==> config.mk <==
export PLATFORM = sky130hd
export DESIGN_NAME = countdown_irq_bank
export DESIGN_NICKNAME = d
export VERILOG_FILES = /design/src/rtl/cdt_pkg.sv /design/src/rtl/cdt_counter.sv /design/src/rtl/cdt_irq_group.sv /design/src/rtl/countdown_irq_bank.sv
export SDC_FILE = /design/constraint.sdc
export NUM_CORES = 1
export LEC_CHECK = 0
export BUFFER_PORTS_ARGS = -buffer_cell sky130_fd_sc_hd__buf_2
export CAP_MARGIN = 10
export CORE_ASPECT_RATIO = 1.2
export CORE_MARGIN = 3
export CORE_UTILIZATION = 46
export DETAILED_ROUTE_END_ITERATION = 12
export GPL_TIMING_DRIVEN = 0
export PLACE_DENSITY = 0.76
export SLEW_MARGIN = 10
export SYNTH_ARGS = -nofsm -noshare
export SYNTH_HDL_FRONTEND = slang
export SYNTH_SLANG_ARGS = --single-unit
==> constraint.sdc <==
create_clock -name clk -period 4.3 [get_ports clk]
set_input_delay 0.43 -clock clk [delete_from_list [all_inputs] [get_ports clk]]
set_output_delay 0.43 -clock clk [all_outputs]
set_load 0.02 [all_outputs]
==> src/rtl/cdt_pkg.sv <==
package cdt_pkg;
    // Group index encoding used on the write ports and the request vector
    localparam int GRP_A    = 0;
    localparam int GRP_B    = 1;
    localparam int GRP_FAST = 2;

    // Status bit positions in group A set by timer events
    localparam int SRC_BIT_T0 = 5;
    localparam int SRC_BIT_T1 = 6;

    // Status contribution of timer k into group A (zero for timers without a source)
    function automatic logic [7:0] src_bits(input int k);
        logic [7:0] r;
        r = '0;
        if (k == 0) r[SRC_BIT_T0] = 1'b1;
        if (k == 1) r[SRC_BIT_T1] = 1'b1;
        return r;
    endfunction
endpackage

==> src/rtl/cdt_counter.sv <==
module cdt_counter #(
    parameter int CNT_W = 16
) (
    input  logic             clk,
    input  logic             rst_n,
    input  logic             tick_i,
    input  logic             ld_we_i,
    input  logic [CNT_W-1:0] ld_val_i,
    output logic             evt_o
);
    typedef struct packed {
        logic [CNT_W-1:0] cnt;
        logic [CNT_W-1:0] rld;
    } cnt_state_t;

    cnt_state_t       st_d, st_q;
    logic [CNT_W-1:0] dec_d;

    always_comb begin
        st_d  = st_q;
        evt_o = 1'b0;
        dec_d = st_q.cnt - 1'b1;
        if (ld_we_i) begin
            st_d.cnt = ld_val_i;
            st_d.rld = ld_val_i;
        end else if (tick_i && (st_q.cnt != '0 || st_q.rld != '0)) begin
            if (dec_d == '0) begin
                evt_o    = 1'b1;
                st_d.cnt = st_q.rld;
            end else begin
                st_d.cnt = dec_d;
            end
        end
    end

    always_ff @(posedge clk) begin
        if (!rst_n) st_q <= '0;
        else        st_q <= st_d;
    end
endmodule

==> src/rtl/cdt_irq_group.sv <==
module cdt_irq_group #(
    parameter int STAT_W = 8
) (
    input  logic              clk,
    input  logic              rst_n,
    input  logic [STAT_W-1:0] set_i,
    input  logic              clr_we_i,
    input  logic [STAT_W-1:0] clr_i,
    input  logic              msk_we_i,
    input  logic [STAT_W-1:0] msk_i,
    output logic              req_o,
    output logic              hit_o
);
    typedef struct packed {
        logic [STAT_W-1:0] stat;
        logic [STAT_W-1:0] msk;
    } grp_state_t;

    grp_state_t st_d, st_q;

    always_comb begin
        st_d = st_q;
        if (clr_we_i) st_d.stat = st_q.stat & ~clr_i;
        st_d.stat = st_d.stat | set_i;          // set wins over clear
        if (msk_we_i) st_d.msk = msk_i;
        hit_o = (|set_i) && (|(st_d.stat & st_d.msk));
    end

    assign req_o = |(st_q.stat & st_q.msk);

    always_ff @(posedge clk) begin
        if (!rst_n) st_q <= '0;
        else        st_q <= st_d;
    end
endmodule

==> src/rtl/countdown_irq_bank.sv <==
module countdown_irq_bank
    import cdt_pkg::*;
#(
    parameter int NUM_TMR = 4,
    parameter int CNT_W   = 16,
    parameter int STAT_W  = 8,
    parameter int NUM_GRP = 3,
    localparam int TSEL_W = $clog2(NUM_TMR),
    localparam int GSEL_W = $clog2(NUM_GRP)
) (
    input  logic               clk,
    input  logic               rst_n,
    input  logic               tick_i,
    input  logic               reload_we_i,
    input  logic [TSEL_W-1:0]  reload_sel_i,
    input  logic [CNT_W-1:0]   reload_data_i,
    input  logic               mask_we_i,
    input  logic [GSEL_W-1:0]  mask_grp_i,
    input  logic [STAT_W-1:0]  mask_data_i,
    input  logic               clr_we_i,
    input  logic [GSEL_W-1:0]  clr_grp_i,
    input  logic [STAT_W-1:0]  clr_data_i,
    output logic [NUM_GRP-1:0] irq_req_o,
    output logic               irq_rise_o
);
    typedef struct packed {
        logic rise;
    } top_state_t;

    logic [NUM_TMR-1:0] tmr_evt;
    logic [NUM_GRP-1:0] grp_hit;
    logic [STAT_W-1:0]  set_a;
    top_state_t         st_d, st_q;

    for (genvar k = 0; k < NUM_TMR; k++) begin : g_tmr
        cdt_counter #(.CNT_W(CNT_W)) u_cnt (
            .clk      (clk),
            .rst_n    (rst_n),
            .tick_i   (tick_i),
            .ld_we_i  (reload_we_i && (reload_sel_i == TSEL_W'(k))),
            .ld_val_i (reload_data_i),
            .evt_o    (tmr_evt[k])
        );
    end

    always_comb begin
        set_a = '0;
        for (int k = 0; k < NUM_TMR; k++) begin
            if (tmr_evt[k]) set_a = set_a | STAT_W'(src_bits(k));
        end
    end

    for (genvar g = 0; g < NUM_GRP; g++) begin : g_grp
        logic [STAT_W-1:0] grp_set;
        if (g == GRP_A) begin : g_src
            assign grp_set = set_a;
        end else begin : g_nosrc
            assign grp_set = '0;
        end
        cdt_irq_group #(.STAT_W(STAT_W)) u_grp (
            .clk      (clk),
            .rst_n    (rst_n),
            .set_i    (grp_set),
            .clr_we_i (clr_we_i && (clr_grp_i == GSEL_W'(g))),
            .clr_i    (clr_data_i),
            .msk_we_i (mask_we_i && (mask_grp_i == GSEL_W'(g))),
            .msk_i    (mask_data_i),
            .req_o    (irq_req_o[g]),
            .hit_o    (grp_hit[g])
        );
    end

    always_comb begin
        st_d      = st_q;
        st_d.rise = |grp_hit;
    end

    assign irq_rise_o = st_q.rise;

    always_ff @(posedge clk) begin
        if (!rst_n) st_q <= '0;
        else        st_q <= st_d;
    end
endmodule

Word level (Yosys, flattened, before mapping)
Index checks and enable logic that the tools add are counted.
{"block": "totals", "output_inout_bits": 4, "elab_cells": 74, "ff_bits": 113, "in_bits": 44}
{"block": "op_classes", "addsub": 2, "eq_ne": 5, "n_mux": 17, "bitwise_logic": 10, "reduce_logical": 29}
{"cell": "$mux 16", "count": 6}
{"cell": "$reduce_bool 16->1", "count": 4}
{"cell": "$and 8x8->8", "count": 7}
{"cell": "$reduce_or 8->1", "count": 5}
{"cell": "$logic_not 16->1", "count": 2}
{"cell": "$sub 16x1->16 const B", "count": 2}
{"cell": "$mux 8", "count": 2}
{"cell": "$logic_and 1x1->1", "count": 11}
{"cell": "$not 8->8", "count": 1}
{"cell": "$or 8x7->8", "count": 1}
{"cell": "$mux 1", "count": 7}
{"cell": "$mux 7", "count": 1}
{"cell": "$or 6x7->7", "count": 1}
{"cell": "$eq 2x1->1 const B", "count": 3}
{"cell": "$logic_not 2->1", "count": 3}
{"cell": "$mux 6", "count": 1}
{"cell": "$eq 2x2->1 const B", "count": 2}
{"cell": "$reduce_bool 2->1", "count": 2}
{"cell": "$logic_or 1x1->1", "count": 2}

Depth between registers and ports, before layout
Gate-level depths: netlist of the first run.
{"block": "logic_depth", "word_depth": 12, "mapped_depth": 12}

Hierarchy
From an unflattened synthesis of the first run, not the netlist that was laid out.
{"block": "hier_totals", "hier_cells": 631, "area_unflattened_um2": 5894.4}
{"mod": "cdt_counter", "n_inst": 2, "area_each_um2": 1828.0, "cells_each": 205, "seq_area_each_um2": 640.6}
{"mod": "cdt_irq_group", "n_inst": 3, "area_each_um2": 713.2, "cells_each": 70, "seq_area_each_um2": 320.3}
{"mod": "countdown_irq_bank", "n_inst": 1, "area_each_um2": 98.8, "cells_each": 11, "seq_area_each_um2": 20.0}

Worst setup path before layout of the first run
No wires, ideal clock.
{"block": "synth_timing", "path_type": "register to register", "startpoint": "register g_tmr[0].u_cnt.st_q[16] (netlist bit)", "endpoint": "register g_tmr[0].u_cnt.st_q[17] (netlist bit)", "path_slack_ns": 1.306, "t_required_ns": 4.169, "period_less_slack_ns": 2.994, "t_arrival_ns": 2.863, "stages_incl_launch_ff": 13, "cell_sequence": "dfxtp_1 > buf_2 > inv_1 > ha_1 > clkbuf_1 > o21bai_1 > a211o_1 > a31oi_1 > or4b_4 > nor4b_4 > buf_6 > mux2i_1 > a21oi_1"}
{"block": "synth_between", "elab_chain_len": 5, "elab_cells_between_ends": 9, "cone_classes": "add/sub: 1; mux: 3; reduce/logical: 5"}
{"element": "start: declaration", "line_no": "cdt_counter.sv:16", "source": "cnt_state_t st_d, st_q;"}
{"element": "start signal: assignment", "line_no": "cdt_counter.sv:38", "source": "else st_q <= st_d;"}
{"element": "$sub 16x1->16", "line_no": "cdt_counter.sv:22", "source": "dec_d = st_q.cnt - 1'b1;"}
{"element": "$logic_not 16->1", "line_no": "cdt_counter.sv:27", "source": "if (dec_d == '0) begin"}
{"element": "$mux 16", "line_no": "cdt_counter.sv:27"}
{"element": "$mux 16", "line_no": "cdt_counter.sv:26", "source": "end else if (tick_i && (st_q.cnt != '0 || st_q.rld != '0)) begin"}
{"element": "$mux 16", "line_no": "cdt_counter.sv:23", "source": "if (ld_we_i) begin"}
Several ways; a longest one is shown, not always the timed one. The select of a mux whose other input is x is not followed.
A chain may end at the register's enable or synchronous reset.

Worst setup path after layout of the first run
{"block": "layout_timing", "startpoint": "register g_tmr[1].u_cnt.st_q[16] (netlist bit)", "endpoint": "register st_q (netlist: irq_rise_o)"}
{"block": "layout_between", "elab_chain_len": 10, "elab_cells_between_ends": 14, "cone_classes": "add/sub: 1; mux: 4; bitwise: 2; reduce/logical: 7"}
{"element": "start: declaration", "line_no": "cdt_counter.sv:16"}
{"element": "start signal: assignment", "line_no": "cdt_counter.sv:38"}
{"element": "$sub 16x1->16 or $reduce_bool 16->1 (tied branches)", "line_no": "cdt_counter.sv:22, cdt_counter.sv:26"}
{"element": "$logic_not 16->1 or $logic_or 1x1->1 (tied branches)", "line_no": "cdt_counter.sv:27, cdt_counter.sv:26"}
{"element": "$mux 1 or $logic_and 1x1->1 (tied branches)", "line_no": "cdt_counter.sv:27, cdt_counter.sv:26"}
{"element": "$mux 1 (*)", "line_no": "cdt_counter.sv:26"}
{"element": "$mux 1 (*)", "line_no": "cdt_counter.sv:23"}
{"element": "$mux 7 (*)", "line_no": "countdown_irq_bank.sv:49", "source": "if (tmr_evt[k]) set_a = set_a | STAT_W'(src_bits(k));"}
{"element": "$or 8x7->8", "line_no": "cdt_irq_group.sv:24", "source": "st_d.stat = st_d.stat | set_i;"}
{"element": "$and 8x8->8", "line_no": "cdt_irq_group.sv:26", "source": "hit_o = (|set_i) && (|(st_d.stat & st_d.msk));"}
{"element": "$reduce_or 8->1", "line_no": "cdt_irq_group.sv:26"}
{"element": "$logic_and 1x1->1 (*)", "line_no": "cdt_irq_group.sv:26"}
{"element": "end signal: assignment", "line_no": "countdown_irq_bank.sv:82", "source": "else st_q <= st_d;"}
{"element": "end: declaration", "line_no": "countdown_irq_bank.sv:33", "source": "top_state_t st_d, st_q;"}
Every way passes the cells marked *; elsewhere a longest branch is shown, timed or not.

==> results of run 1 <==
kinds of logic after synthesis:
family,after synthesis
AOI/OAI and AO/OA,187
and+or+nand+nor,297
adders and majority gates,4
xor gates and xnor gates,13
muxes,30
DFF,113
buffers and inverters,59
path summary, 6_finish.rpt:
check                                        from                                   end  slack, ns  cells after the start
max          g_tmr[1].u_cnt.st_q[16]$_SDFFE_PN0P_                 irq_rise_o$_SDFF_PN0_       0.60                     11
min                                 clr_data_i[4]  g_grp[2].u_grp.st_q[12]$_SDFFE_PN0P_       0.22                      2
max reg2reg  g_tmr[1].u_cnt.st_q[16]$_SDFFE_PN0P_                 irq_rise_o$_SDFF_PN0_       0.60                     11
min reg2reg  g_grp[1].u_grp.st_q[15]$_SDFFE_PN0P_  g_grp[1].u_grp.st_q[15]$_SDFFE_PN0P_       0.43                      2
flip-flops by register name, summed over array words and instances (netlist names):
name / count
g_grp.u_grp.st_q: 48
g_tmr.u_cnt.st_q: 64
irq_rise_o: 1
per-layer routing:
layer	global-route usage [%]	part of all wire (%)	vias up
met5	0	0	-
met4	14.1	4.6	0
met3	5.66	7.7	82
met2	44.3	48	286
met1	29.8	39	2711
li1	-	-	2692
per-stage QoR:
stage / utilization (%) / power (uW) / cells
2_1_floorplan: - / 1610 / 703
3_3_place_gp: 51.6 / 1750 / 906
3_5_place_dp: 51.6 / 1770 / 907
4_1_cts: 56.9 / 3240 / 939
5_1_grt: 56.9 / 3370 / 939
6_report: 56.9 / 3250 / 939
worst reg2reg max path, delay by kind of cell (launching register included):
kind | cells | cell delay [ns]
flops | 1 | 0.36
buf+inv | 3 | 0.71
simple gates | 4 | 1.77
compound gates | 2 | 0.40
xor+xnor | 1 | 0.15
fa+ha+maj | 1 | 0.26
final cells by class:
type | instances | area share, %
plain buffers | 49 | 3.21
clock buffers | 19 | 6.75
repair buffers | 47 | 3.51
flip-flops and latches | 113 | 33.7
multi-input cells | 531 | 46.7
well taps | 157 | 2.93
inverters | 10 | 0.559
clock inverters | 13 | 2.59
power by group through the flow:
stage / Combinational (uW) / Sequential, uW / Clock [uW]
after floorplan: 437 / 1170 / 0
after global placement: 560 / 1190 / 0
after detailed placement: 580 / 1190 / 0
after CTS: 588 / 1170 / 1480
after global routing: 657 / 1180 / 1530
final: 600 / 1170 / 1480
placed cells by master (no fill, tap or decap), types with 8 or more instances in the layout:
cell type and count:
a211oi_1 11, inv_1 9, a22oi_1 12, mux2i_1 29, dfxtp_1 113, xnor2_1 8
nand2_1 121, nor4_1 19, nand2b_1 8, nand4_1 11, nor3_1 14, nor2_1 53
clkbuf_16 17, a31oi_1 8, buf_2 51, nand3_1 18, clkbuf_1 37, or3_1 8
a21oi_1 78, o21ai_0 30, o211ai_1 8, o22ai_1 9
==> summary.txt, run 1 <==
CTS
  – CTS sink count: 113
  – Reg clk slew, reported paths: roughly 0.060 ns
  – Hold buffers post-CTS: 0
  – CTS tree: yes
  – Resized cells post-CTS: 0
  – Total CTS buffers: 17
  – Clk buf depth: 2
  – Clock latency on the worst-skew pair: around 0.42 ns
  – H-tree depth: 4
  – Clk root buf: clkbuf_16
  – Post-CTS setup buffer count: 0

Die
  – # rows: 43
  – Initial Util: 48.0%
  – Chip height: 127 um
  – Die area: 0.0137 mm^2
  – Die X: approximately 110 um
  – Top Ports: 48
  – Core ar.: 0.0118 mm^2

Final layout
  – Layout cell share with drive strength beyond 1: 14.5%
  – Antenna Cells: 0
  – Synth-to-layout area growth: 18.7%
  – Filler instances: 1027
  – Register area: 0.00226 mm^2
  – Layout Nets: between 800 and 900
  – Area of the multi-input gates: 0.00314 mm^2
  – Design Area, Final: between 0.006 and 0.007 mm^2

STA
  – Minimum clock period after layout: 3.70 ns
  – Final WS setup: 0.599 ns
  – Measured slew at the worst slew-check pin: 1.16 ns
  – Fin Hold WS: between 0.2 and 0.25 ns
  – Setup violations, final: 0
  – Crit share post-route: 86.1%
  – Endpoints failing hold: 0
  – Achievable Freq: 0.270 GHz
  – RSZ-0062 raised after global routing: no
  – Max Slew Vio Count: 0
  – TNS Setup: 0 ns
  – Slew headroom: 22.0%
  – Clock skew: 0.00502 ns

Placed design
  – Dpl ws: 0.649 ns
  – Post-DP HPWL: 12700 um
  – Final Wtd Congestion: 0.989
  – Area after DPL: 0.00608 mm^2
  – IO Port Bufs: 46

Synth
  – Top cells by count, synth: 121 x nand2_1, 113 x dfxtp_1, 78 x a21oi_1
  – Cell with the most instances after synthesis: nand2_1
  – Synth Area in XOR/XNOR: under 10%
  – Top cell type by total area after synthesis: dfxtp_1
  – Post-synth EDFFs: 0
  – Mux cell area share after synthesis: 5.34%
  – Syn_nets: 751
  – Synth Area in Adders: less than 1%
  – Synth Area per Inst: 8.04 um^2
  – Top post-synthesis cells by area: dfxtp_1 40%, nand2_1 8.0%, a21oi_1 6.9%, mux2i_1 5.1%, nor2_1 3.5%
  – #FFs+latches synth: 113
  – Share of flip-flops with an asynchronous set or reset: 0%
  – Largest family of logic cells by synthesized area: simple AND/OR/NAND/NOR gates
  – Distinct cell type count after synthesis: 68
  – Cells after synthesis: 703
  – Simple-Gate Fraction of Synth Area: 26.8%
  – Syn. warnings: 0
  – Cell Area, Synth: between 0.005 and 0.006 mm^2
  – Compound-cell area share of the yosys netlist: 20.4%
  – Top_reg_cell synth: dfxtp_1
  – Seq/Total Area, Yosys: 40.0%
  – Top cell type's share of synthesized area: 40.0%

Routing
  – Routed Wire Length: ~17000 um
  – DR iter-0 viols: 334
  – Post-route ant nets: 0
  – Routed vias: just under 6000
  – DRC viols: 0
  – WL/cell: 18.6 um
  – Pre-antenna DRT Iters: 6
  – Via density: 6.15

Global routing
  – Largest net degree at the start of global routing: 17
  – Total track usage: 25.9%
  – Initial antenna violation count: 0
  – Vias in the first global route: 5797
  – First-pass GRT wire length: between 20000 and 30000 um
  – GRT overflow: 0

Hold path
  – Hold Path Class: in -> reg

Critical path
  – Crit Path Max Fanout: 10
  – Worst Setup End Kind: flop
  – Buf/Inv on CP: 3
  – CP max stage cell: nor4_2
  – WS Path Type: reg -> reg
  – Largest stage delay, worst path: 0.61 ns
  – Crit-path leading delay family: simple AND/OR/NAND/NOR gates
  – CP required: between 4 and 5 ns
  – Critical path startpoint category: flop
  – CP Cell Sequence: inv_1, ha_1, or4b_2, clkbuf_1, nor4_4, xor2_1, nor4_2, buf_2, nand3_1, o22ai_1, o21a_1
  – Critical Path AT: between 4 and 5 ns

Pwr
  – Clock Power Share: 45.4%
  – Net Sw Frac: 29.5%
  – Worst ir drop on vdd: 244 uV
  – P per Cell Area: between 400 and 500 mW/mm^2
  – Internal Power: roughly 2300 uW
  – Static Leak: 0.00258 uW
  – Part of the power in registers: 36.1%
  – Combinational power share: a little under a fifth
  – Switching power: 956 uW

Status
  – Status: finished, final reports clean

Job
  – Max-cap check violation count: 0
Note: power is estimated with default switching activity, not from simulation.
==> run 2, diff against run 1 <==
--- a/config.mk
+++ b/config.mk
@@ -5,10 +5,10 @@
 export SDC_FILE = /design/constraint.sdc
 export NUM_CORES = 1
 export LEC_CHECK = 0
+export ABC_AREA = 1
 export BUFFER_PORTS_ARGS = -buffer_cell sky130_fd_sc_hd__buf_2
 export CAP_MARGIN = 10
 export CORE_ASPECT_RATIO = 1.2
-export CORE_MARGIN = 3
 export CORE_UTILIZATION = 46
 export DETAILED_ROUTE_END_ITERATION = 12
 export GPL_TIMING_DRIVEN = 0
==> run 2 against run 1 <==
Fmax grew 48%. Clock-buffer cell count increased by 3. Worst setup slack gained 1.2 ns. Die area is 4.0% lower. Global-route usage is 0.47 points lower. Sequential share of layout area decreased by 0.85 points. Register-to-register slack improved by 1.2 ns. Area after synthesis increased by 3.0%. Design area up 2.6%. Critical path type unchanged. Critical endpoint is now g_tmr[0].u_cnt.st_q[19]$_SDFFE_PN0P_. Largest power group unchanged.
==> summary.txt, run 2 <==
Final layout
  – Layout Nets: 1010 (was 817)
  – Largest register by flop count: g_tmr.u_cnt.st_q (unchanged)
  – Most frequent cells in the layout: 246 x nand2_1, 122 x inv_1, 113 x dfxtp_1 (was 121 x nand2_1, 113 x dfxtp_1, 78 x a21oi_1)
  – Synth-to-layout area growth: 18.3% (was 18.7%)
  – Filler instances: 1206 (was 1027)
  – Max reg flops: 64 (unchanged)
  – Antenna Cells: 0 (unchanged)
  – Most common cell after layout, fill and taps aside: nand2_1 (unchanged)
  – Layout cell share with drive strength beyond 1: 11.9% (was 14.5%)

Pwr
  – Worst ir drop on vdd: 278 uV (was 244 uV)
  – Switching power: 1070 uW (was 956 uW)
  – Internal Power: 2400 uW (was 2290 uW)
  – Part of the power in registers: 33.9% (was 36.1%)
  – P per Cell Area: 504 mW/mm^2 (was 484 mW/mm^2)
  – Combinational power share: 22.8% (was 18.5%)
  – Clock Power Share: 43.3% (was 45.4%)
  – Final Total Pwr: 3470 uW (was 3250 uW)
  – Net Sw Frac: 30.9% (was 29.5%)
  – Static Leak: 0.00321 uW (was 0.00258 uW)

Routing
  – DRC viols: 0 (unchanged)
  – DR iter-0 viols: 428 (was 334)
  – WL/cell: 13.8 um (was 18.6 um)
  – Routed vias: 5881 (was 5771)
  – Pre-antenna DRT Iters: 7 (was 6)
  – Via density: 5.18 (was 6.15)
  – Routed Wire Length: 15700 um (was 17400 um)
  – Post-route ant nets: 0 (unchanged)

Die
  – Chip height: 125 um (was 127 um)
  – Die area: 0.0131 mm^2 (was 0.0137 mm^2)
  – Die X: 105 um (was 107 um)
  – Core ar.: 0.0122 mm^2 (was 0.0118 mm^2)
  – # rows: 44 (was 43)
  – Top Ports: 48 (unchanged)
  – Initial Util: 47.6% (was 48.0%)

CTS
  – Resized cells post-CTS: 0 (unchanged)
  – Post-CTS setup buffer count: 0 (unchanged)
  – Clk buf depth: 2 (unchanged)
  – Clk root buf: clkbuf_16 (unchanged)
  – Hold buffers post-CTS: 0 (unchanged)
  – CTS tree: yes (unchanged)
  – Total CTS buffers: 17 (unchanged)
  – H-tree depth: 4 (unchanged)
  – CTS sink count: 113 (unchanged)
  – Reg clk slew, reported paths: 0.05 ns (was 0.06 ns)
  – Clock latency on the worst-skew pair: 0.42 ns (about the same)

Hold path
  – Critical hold path startpoint: clr_data_i[7] (was clr_data_i[4])
  – Hold Path Class: in -> reg (unchanged)

Synth
  – Syn. warnings: 0 (unchanged)
  – Cell Area, Synth: 0.00582 mm^2 (was 0.00565 mm^2)
  – Top post-synthesis cells by area: dfxtp_1 39%, nand2_1 16%, inv_1 7.9%, a21oi_1 7.0%, nand3_1 6.2% (was dfxtp_1 40%, nand2_1 8.0%, a21oi_1 6.9%, mux2i_1 5.1%, nor2_1 3.5%)
  – Top cells by count, synth: 246 x nand2_1, 122 x inv_1, 113 x dfxtp_1 (was 121 x nand2_1, 113 x dfxtp_1, 78 x a21oi_1)
  – Distinct cell type count after synthesis: 36 (was 68)
  – Share of flip-flops with an asynchronous set or reset: 0% (unchanged)
  – Cells after synthesis: 897 (was 703)
  – Synth Area per Inst: 6.49 um^2 (was 8.04 um^2)
  – Seq/Total Area, Yosys: 38.9% (was 40.0%)
  – Top cell type by total area after synthesis: dfxtp_1 (unchanged)
  – Post-synth EDFFs: 0 (unchanged)
  – Cell with the most instances after synthesis: nand2_1 (unchanged)
  – #FFs+latches synth: 113 (unchanged)
  – Top_reg_cell synth: dfxtp_1 (unchanged)
  – Syn_nets: 945 (was 751)
  – Top cell type's share of synthesized area: 38.9% (was 40.0%)

STA
  – RSZ-0062 raised after global routing: no (unchanged)
  – TNS Setup: 0 ns (unchanged)
  – Crit share post-route: 58.3% (was 86.1%)
  – Clock skew: 0.00461 ns (was 0.00502 ns)
  – Achievable Freq: 0.399 GHz (was 0.270 GHz)
  – Minimum clock period after layout: 2.51 ns (was 3.70 ns)
  – Slew headroom: 40.5% (was 22.0%)
  – Setup violations, final: 0 (unchanged)
  – Max Slew Vio Count: 0 (unchanged)
  – Endpoints failing hold: 0 (unchanged)
  – Measured slew at the worst slew-check pin: 0.885 ns (was 1.16 ns)

Critical path
  – WS Path Type: reg -> reg (unchanged)
  – Crit Path Max Fanout: 10 (unchanged)
  – Crit. Startpoint: g_tmr[0].u_cnt.st_q[16]$_SDFFE_PN0P_ (was g_tmr[1].u_cnt.st_q[16]$_SDFFE_PN0P_)
  – Worst Setup End Kind: flop (unchanged)
  – Critical Path AT: 2.84 ns (was 4.05 ns)
  – Worst R2R Start: g_tmr[0].u_cnt.st_q[16]$_SDFFE_PN0P_ (was g_tmr[1].u_cnt.st_q[16]$_SDFFE_PN0P_)
  – CP required: 4.63 ns (was 4.65 ns)
  – Critical path startpoint category: flop (unchanged)

Global routing
  – Initial antenna violation count: 0 (unchanged)
  – First-pass GRT wire length: 26300 um (was 28300 um)
  – Largest net degree at the start of global routing: 17 (unchanged)
  – Vias in the first global route: 5682 (was 5797)
  – GRT overflow: 0 (unchanged)
  – Total track usage: 25.4% (was 25.9%)

Placed design
  – Final Wtd Congestion: 0.903 (was 0.989)
  – Post-DP HPWL: 11800 um (was 12700 um)
  – IO Port Bufs: 46 (unchanged)

Status
  – Status: finished, final reports clean (unchanged)

Job
  – Max-cap check violation count: 0 (unchanged)
-- run 2: cell types whose count changed in the layout (fill, tap and decap cells not counted), sizes merged, moves of 25 or more --
cell | before | now
nand2 | 121 | 251
mux2i | 29 | 4
nand3 | 18 | 74
nor2 | 53 | 108
inv | 14 | 127
-- run 2: critical path, stage by stage, from the launching register on --
cell      delay (ns)
dfxtp_1         0.35
inv_1           0.13
ha_1            0.28
nand2_1         0.10
nor2_1          0.08
nand2_1         0.09
nor3_1          0.08
nor3_1          0.64
buf_2           0.38
o211ai_1        0.13
a21oi_1         0.18
-- run 2: area by class of cell --
type | count | area, um^2 | share of cell area, %
multi-input cells | 623 | 2920 | 42.4
clock inverters | 10 | 156 | 2.27
plain buffers | 31 | 151 | 2.20
inverters | 130 | 488 | 7.09
flip-flops and latches | 113 | 2260 | 32.9
repair buffers | 46 | 230 | 3.34
clock buffers | 22 | 474 | 6.89
well taps | 161 | 201 | 2.93
-- run 2: cells by family after synthesis --
group	share of synthesized area, %
simple gates	32.8
buf+inv	11.0
compound gates	15.0
flops	38.9
xor+xnor	0.752
mux	0.688
fa+ha+maj	0.860
-- run 2: power groups by stage --
stage / sequential (uW) / clock [uW] / combinational (uW)
6_report: 1180 / 1500 / 792
5_1_grt: 1180 / 1560 / 901
3_3_place_gp: 1200 / 0 / 764
4_1_cts: 1170 / 1510 / 785
3_5_place_dp: 1200 / 0 / 775
2_1_floorplan: 1180 / 0 / 608
-- run 2: layer usage --
layer	vias up	wire [um]	GRT usage, %
met2	187	7520	43.0
li1	3001	-	-
met5	-	0	0
met3	38	894	5.32
met1	2655	6810	30.6
met4	0	495	12.3
-- run 2: path summary, 6_finish.rpt --
check | endpoint | slack (ns) | cells after the start
max | g_tmr[0].u_cnt.st_q[19]$_SDFFE_PN0P_ | 1.79 | 10
min reg2reg | g_grp[1].u_grp.st_q[1]$_SDFFE_PN0P_ | 0.45 | 2
min | g_grp[1].u_grp.st_q[15]$_SDFFE_PN0P_ | 0.30 | 4
max reg2reg | g_tmr[0].u_cnt.st_q[19]$_SDFFE_PN0P_ | 1.79 | 10
-- run 2: stage by stage --
stage               cell area [um^2]  setup WS [ns]  hold WS [ns]  std cells  utilization, %
finish                          6880           1.79         0.299       1136            56.3
global route                    6880           1.57         0.309       1136            56.3
CTS                             6880           1.84         0.288       1136            56.3
detailed placement              6250           1.85         0.437       1104            51.2
global placement                6250           1.86         0.434       1104            51.2
floorplan                       5820           2.32         0.423        897               -
